### src/rtl/pg_passthru_pkg.sv
// Package: shared constants and types for the power-good pass-through.
// Assumes: every delay is expressed in millisecond ticks.
package pg_passthru_pkg;

    // Number of forwarded power-good channels.
    localparam int unsigned PG_CHANNELS = 2;

    // Channel index of each forwarded signal.
    localparam int unsigned CH_RSM = 0;
    localparam int unsigned CH_SYS = 1;

    // Per-channel sequencing state.
    typedef enum logic [1:0] {
        PG_LOW   = 2'b00,
        PG_ARMED = 2'b01,
        PG_HIGH  = 2'b10
    } pg_state_e;

    // Effective hold time: the larger of the floor and the requested delay.
    function automatic int unsigned pg_hold_ms(input int unsigned floor_ms,
                                               input int unsigned req_ms);
        return (req_ms > floor_ms) ? req_ms : floor_ms;
    endfunction

endpackage

### src/rtl/pg_sync.sv
// Module: multi-stage level synchroniser.
// Assumes: STAGES >= 2; d_async may change at any time; synchronous active-low reset.
module pg_sync #(
    parameter int unsigned STAGES = 2
) (
    input  logic clk,
    input  logic rst_n,
    input  logic d_async,
    output logic q_sync
);

    logic [STAGES-1:0] chain_q;

    // Shift the asynchronous level through the flop chain.
    always_ff @(posedge clk) begin
        if (!rst_n) begin
            chain_q <= '0;
        end else begin
            chain_q <= {chain_q[STAGES-2:0], d_async};
        end
    end

    assign q_sync = chain_q[STAGES-1];

endmodule

### src/rtl/pg_delay_chan.sv
// Module: one pass-through channel.
// A high synchronised level is forwarded after HOLD_MS tick pulses.
// A low level is forwarded on the next clock edge.
// Assumes: lvl_in is already synchronous; HOLD_MS >= 1; tick is one cycle wide.
module pg_delay_chan
    import pg_passthru_pkg::*;
#(
    parameter int unsigned HOLD_MS = 10
) (
    input  logic clk,
    input  logic rst_n,
    input  logic tick,
    input  logic lvl_in,
    output logic lvl_out,
    output logic lvl_edge
);

    localparam int unsigned CNT_W = (HOLD_MS < 2) ? 1 : $clog2(HOLD_MS);
    localparam logic [CNT_W-1:0] CNT_LAST = CNT_W'(HOLD_MS - 1);

    pg_state_e        state_q, state_d;
    logic [CNT_W-1:0] cnt_q, cnt_d;
    logic             out_d;

    // Next-state logic: arm on a rise, count ticks, and drop at once on a fall.
    always_comb begin
        state_d = state_q;
        cnt_d   = cnt_q;
        unique case (state_q)
            PG_LOW: begin
                cnt_d = '0;
                if (lvl_in) state_d = PG_ARMED;
            end
            PG_ARMED: begin
                if (!lvl_in) begin
                    state_d = PG_LOW;
                    cnt_d   = '0;
                end else if (tick) begin
                    if (cnt_q == CNT_LAST) begin
                        state_d = PG_HIGH;
                        cnt_d   = '0;
                    end else begin
                        cnt_d = cnt_q + 1'b1;
                    end
                end
            end
            PG_HIGH: begin
                cnt_d = '0;
                if (!lvl_in) state_d = PG_LOW;
            end
            default: begin
                state_d = PG_LOW;
                cnt_d   = '0;
            end
        endcase
    end

    assign out_d = (state_d == PG_HIGH);

    // State, counter, output register and change pulse.
    always_ff @(posedge clk) begin
        if (!rst_n) begin
            state_q  <= PG_LOW;
            cnt_q    <= '0;
            lvl_out  <= 1'b0;
            lvl_edge <= 1'b0;
        end else begin
            state_q  <= state_d;
            cnt_q    <= cnt_d;
            lvl_out  <= out_d;
            lvl_edge <= out_d ^ lvl_out;
        end
    end

endmodule

### src/rtl/pg_passthru.sv
// Module: top of the delayed power-good pass-through, two channels.
// Rising inputs wait max(FLOOR_MS, per-channel delay) ticks; falling inputs pass at once.
// Assumes: ms_tick is a single-cycle pulse; inputs are asynchronous to clk.
module pg_passthru
    import pg_passthru_pkg::*;
#(
    parameter int unsigned FLOOR_MS     = 10,
    parameter int unsigned RSM_DELAY_MS = 0,
    parameter int unsigned SYS_DELAY_MS = 0,
    parameter int unsigned SYNC_STAGES  = 2
) (
    input  logic       clk,
    input  logic       rst_n,
    input  logic       ms_tick,
    input  logic       brd_rsm_pg,
    input  logic       brd_sys_pg,
    output logic       cpu_rsm_pg,
    output logic       cpu_sys_pwrok,
    output logic [1:0] chan_match,
    output logic [1:0] chan_edge
);

    localparam int unsigned HOLD_RSM = pg_hold_ms(FLOOR_MS, RSM_DELAY_MS);
    localparam int unsigned HOLD_SYS = pg_hold_ms(FLOOR_MS, SYS_DELAY_MS);

    logic [PG_CHANNELS-1:0] raw_lvl;
    logic [PG_CHANNELS-1:0] sync_lvl;
    logic [PG_CHANNELS-1:0] out_vec;
    logic [PG_CHANNELS-1:0] edge_vec;

    assign raw_lvl[CH_RSM] = brd_rsm_pg;
    assign raw_lvl[CH_SYS] = brd_sys_pg;

    // One synchroniser and one delay channel per forwarded signal.
    for (genvar g = 0; g < PG_CHANNELS; g++) begin : g_chan
        localparam int unsigned HOLD_G = (g == CH_RSM) ? HOLD_RSM : HOLD_SYS;

        pg_sync #(
            .STAGES (SYNC_STAGES)
        ) u_sync (
            .clk     (clk),
            .rst_n   (rst_n),
            .d_async (raw_lvl[g]),
            .q_sync  (sync_lvl[g])
        );

        pg_delay_chan #(
            .HOLD_MS (HOLD_G)
        ) u_chan (
            .clk      (clk),
            .rst_n    (rst_n),
            .tick     (ms_tick),
            .lvl_in   (sync_lvl[g]),
            .lvl_out  (out_vec[g]),
            .lvl_edge (edge_vec[g])
        );
    end

    assign cpu_rsm_pg    = out_vec[CH_RSM];
    assign cpu_sys_pwrok = out_vec[CH_SYS];
    assign chan_match    = ~(out_vec ^ sync_lvl);
    assign chan_edge     = edge_vec;

endmodule


### config.mk
export PLATFORM = sky130hd
export DESIGN_NAME = pg_passthru
export DESIGN_NICKNAME = d
export VERILOG_FILES = /design/src/rtl/pg_passthru_pkg.sv /design/src/rtl/pg_sync.sv /design/src/rtl/pg_delay_chan.sv /design/src/rtl/pg_passthru.sv
export SDC_FILE = /design/constraint.sdc
export NUM_CORES = 1
export LEC_CHECK = 0
export CORE_MARGIN = 10
export CORE_UTILIZATION = 51
export DETAILED_ROUTE_END_ITERATION = 16
export PLACE_DENSITY = 0.86
export SYNTH_ARGS = -nofsm -noshare
export SYNTH_HDL_FRONTEND = slang
export SYNTH_HIERARCHICAL = 1
export SYNTH_SLANG_ARGS = --single-unit
export TNS_END_PERCENT = 1
### constraint.sdc
create_clock -name clk -period 1.54 [get_ports clk]
set_input_delay 0.308 -clock clk [delete_from_list [all_inputs] [get_ports clk]]
set_output_delay 0.308 -clock clk [all_outputs]
set_load 0.05 [all_outputs]
; After elaboration in Yosys (flattened, before gate mapping)
; Cells that the tools add are included.
[op_classes]
n_eq_ne = 8
div = 0
reduce_logical = 4
mul = 0
n_bitwise = 4
order_cmp = 0
n_addsub = 2
shift = 0
muxes = 14
[ops]
columns = operator, count
row1 = $mux W2, 10
row2 = $pmux W2 S3, 2
row3 = $add A4 B1 Y4 const B, 2
row4 = $eq A2 B2 Y1 const B, 4
row5 = $eq A4 B4 Y1 const B, 2
row6 = $mux W4, 2
row7 = $reduce_and A3 Y1, 2
row8 = $eq A2 B1 Y1 const B, 2
row9 = $logic_not A2 Y1, 2
row10 = $not A2 Y2, 1
row11 = $xor A1 B1 Y1, 2
row12 = $xor A2 B2 Y2, 1
[word_totals]
ram_bits = 0
rom_bits = 0
output_inout_bits = 6
latch_bits = 0
wordCells = 42
memories = 0
input_bits = 5
reg_bits = 20

; Depth between registers and ports, before layout
[depth]
word_depth = 7
mapped_depth = 3
depth_no_buf = 3

; Hierarchy
; The synthesis kept the hierarchy.
[modules_own_cells]
columns = module, cells_each, seq_area_each_um2, n_inst, area_each_um2
row1 = pg_delay_chan, 38, 160.2, 2, 350.3
row2 = pg_sync, 4, 40.0, 2, 52.6
row3 = pg_passthru, 2, 0.0, 1, 17.5

; Worst setup path after synthesis
; Ideal clock, no wire load.
[synth_timing]
kind = register to output
start = register g_chan[0].u_chan.lvl_out
end = output chan_match[0]
arrival_ns = 1.386
n_path_buf = 0
setup_slack_ns = -0.154
path_stages_with_launch = 2
required_ns = 1.232
cell_sequence = dfxtp_1 -> xnor2_1
[synth_between]
elab_chain_cells = 2
[synth_lines]
columns = item, line_no
row1 = "start, declared", pg_delay_chan.sv:14  ; output logic lvl_out,
row2 = "start signal, assigned", pg_delay_chan.sv:70  ; lvl_out <= out_d;
row3 = $xor A2 B2 Y2, pg_passthru.sv:61  ; assign chan_match = ~(out_vec ^ sync_lvl);
row4 = $not A2 Y2, pg_passthru.sv:61
row5 = "end, declared", pg_passthru.sv:19  ; output logic [1:0] chan_match,
; No other way between the ends.

; Worst setup path in the final report
[layout_timing]
start = register g_chan[1].u_chan.lvl_out
end = output chan_match[1]
[layout_between]
elab_chain_cells = 2
[layout_lines]
columns = item, line_no
row1 = "start, declared", pg_delay_chan.sv:14
row2 = "start signal, assigned", pg_delay_chan.sv:70
row3 = $xor A2 B2 Y2, pg_passthru.sv:61
row4 = $not A2 Y2, pg_passthru.sv:61
; No other way between the ends.

==> flow_summary_export.csv <==
group,metric,value,unit
floorplanning,rows,14,
setup_path,crit_path_end_kind,"output pin",
setup_path,reg2regPathDepth,3,
floorplanning,dieArea,3620,um2
final_layout,synthToLayoutAreaGrowth,29.6,%
min_path,worstHoldStart,"g_chan[0].u_sync/chain_q[0]",
clock_network,cts_setup_buffers,0,
routing,ant_nets,0,
routing,drt_iter0_markers,8,
placement,gp_congestion,0.707,
setup_path,path_max_fanout,4,
placement,dpl.hpwl,1250,um
setup_path,r2r_end,"g_chan[1].u_chan/lvl_out",
final_layout,diodes,0,
timing,slew_headroom,0.793,
clock_network,clock-sinks,20,
synthesis,yosys_warnings,6,
final_layout,nets,112,
routing,route.detailed.drc,0,
floorplanning,coreArea,1520,um2
power,p_per_area,825,nW/um2
floorplanning,die_x,60.2,um
clock_network,worst_skew_pair.late_latency,300,ps
min_path,hold_depth,1,
global_route,grt_overflow_total,0,
timing,min_period,1470,ps
global_route,grt_pass1_vias,646,
final_layout,drive_above_1_share,0.179,
min_path,hold_path.class,"flop to flop",
setup_path,critical_path_required,1230,ps
setup_path,crit_type,"flop to output pin",
global_route,grt_max_degree,12,
synthesis,ys_seq_area_frac,0.486,
placement,placed_cells,118,
clock_network,tritoncts,"built",
clock_network,cts_hold_buf,0,
timing,period_share,0.956,
floorplanning,initial_utilization,0.540,
clock_network,cts_resized,0,
clock_network,cts_root_buffer,"clkbuf_4",
floorplanning,die_h,60.2,um
synthesis,synthesis.nets,91,
timing,final_hold_viol_count,0,
global_route,grt_pass1_wl,2730,um
power,p_leak,0.368,nW
timing,finClkSkew,5.36,ps
timing,max_slew.worst_pin.slew,309,ps
routing,wirelength,1620,um
timing,setup_viol,0,
synthesis,ys_types,19,
floorplanning,pin_count,11,
power,ir_drop,585,uV
run_status,status,"finished, final reports clean",
routing,via_count,670,
synthesis,synthCells,86,
job,drv_cap,0,
global_route,antenna_found_initial,0,
timing,drv_slew,0,
clock_network,clk_pin_slew_worst_paths,110,ps
setup_path,critPathLaunchType,"flop",
timing,rsz0062_at_grt,"false",
timing,fmax,0.679,GHz
synthesis,ys_ff_latch,20,
min_path,worstHoldEndpoint,"g_chan[0].u_sync/chain_q[1]",
clock_network,max-clock-path-buffers,2,
timing,totalNegativeSetupSlack,0,ps
clock_network,cts_max_level,1,
routing,firstDrtPassIters,4,
setup_path,arrival,1160,ps
final_layout,finish.utilization,0.700,
final_layout,instances_no_fill,122,
synthesis,synth.avg_cell_area,9.57,um2
setup_path,reg2reg_from,"g_chan[1].u_chan/cnt_q[2]",
placement,io_buffers,10,
clock_network,cts_buffers,3,
synthesis,syn-cell-area,823,um2
routing,wire_per_inst,13.3,um
routing,vias_per_cell,5.49,
setup_path,r2r_setup_slack,270,ps
global_route,track_usage,0.100,
## area by class of cell
type / count / area [um2]
multi-input combinational: 66 / 430
fill: 102 / 457
clock buffer: 4 / 36.3
timing repair buffer: 16 / 180
tap: 16 / 20.0
sequential: 20 / 400
## worst max-delay path, cell delays in order, from the launching register on
cell and delay, ps:
dfxtp_1 380, xnor2_1 300, buf_12 180
## per-layer routing
layer / vias up / share of wire / global-route usage
li1: 346 / - / -
met1: 311 / 0.44 / 0.105
met2: 11 / 0.51 / 0.165
met3: 2 / 0.042 / 0.0403
met4: 0 / 0.0080 / 0.0577
met5: - / 0 / 0
## worst max path at each step
stage,endpoint,depth (start not counted),startpoint,slack (ps)
4_1_cts,chan_match[1],2,g_chan[1].u_chan/lvl_out,60
3_5_place_dp,g_chan[0].u_chan/lvl_out,4,ms_tick,-170
5_1_grt,chan_match[1],2,g_chan[1].u_chan/lvl_out,3
6_report,chan_match[1],2,g_chan[1].u_chan/lvl_out,70
2_1_floorplan,chan_match[1],1,g_chan[1].u_chan/lvl_out,-150
3_3_place_gp,g_chan[1].u_chan/lvl_out,4,ms_tick,-120
## power by group
group          leakage (nW)  internal (mW)  switching, mW
registers             0.162          0.523        0.00571
clock network        0.0210          0.144          0.154
logic                 0.185         0.0299         0.0239
## per-stage QoR
stage                     power (mW)  hold slack [ps]  instance area [um2]  setup WS [ps]
after floorplan                0.559              412                  831           -154
after global placement         0.592              416                 1030           -116
after detailed placement       0.595              422                 1030           -165
after CTS                      0.892              448                 1070           58.0
after global routing           0.919              465                 1070           2.59
final                          0.881              445                 1070           67.1
## cell usage after synthesis, drive strengths merged
library cell,instances,area share
nand4b,4,0.043
nor2,6,0.027
a21oi,8,0.049
and4b,2,0.027
nand3,2,0.012
a211oi,2,0.018
mux2i,2,0.024
or4b,2,0.024
xnor2,4,0.043
nand4bb,2,0.027
nand3b,2,0.018
nand2b,4,0.030
nor2b,4,0.030
and2,4,0.030
o21ai,6,0.036
dfxtp,20,0.49
xor2,2,0.021
nand2,8,0.036
or3,2,0.015
## placed cells by master, fill, tap and decap left out, types with 6 or more instances in the layout
cell type / n
o21ai_0: 6
a21oi_1: 8
buf_4: 8
nand2_1: 8
nor2_1: 6
dfxtp_1: 20
## cells by family after synthesis
kind of cell | after synthesis | share of synthesized area
XOR/XNOR | 6 | 0.0638
flip-flops | 20 | 0.486
multiplexers | 2 | 0.0243
AO/OA/AOI/OAI | 16 | 0.103
AND/OR/NAND/NOR | 42 | 0.322
## sequential cells by signal (all words and copies together), names as in the netlist
name,flops
g_chan.u_chan/lvl_edge,2
g_chan.u_sync/chain_q,4
g_chan.u_chan/state_q,4
g_chan.u_chan/lvl_out,2
g_chan.u_chan/cnt_q,8
Note: power is estimated with default switching activity, not from simulation.
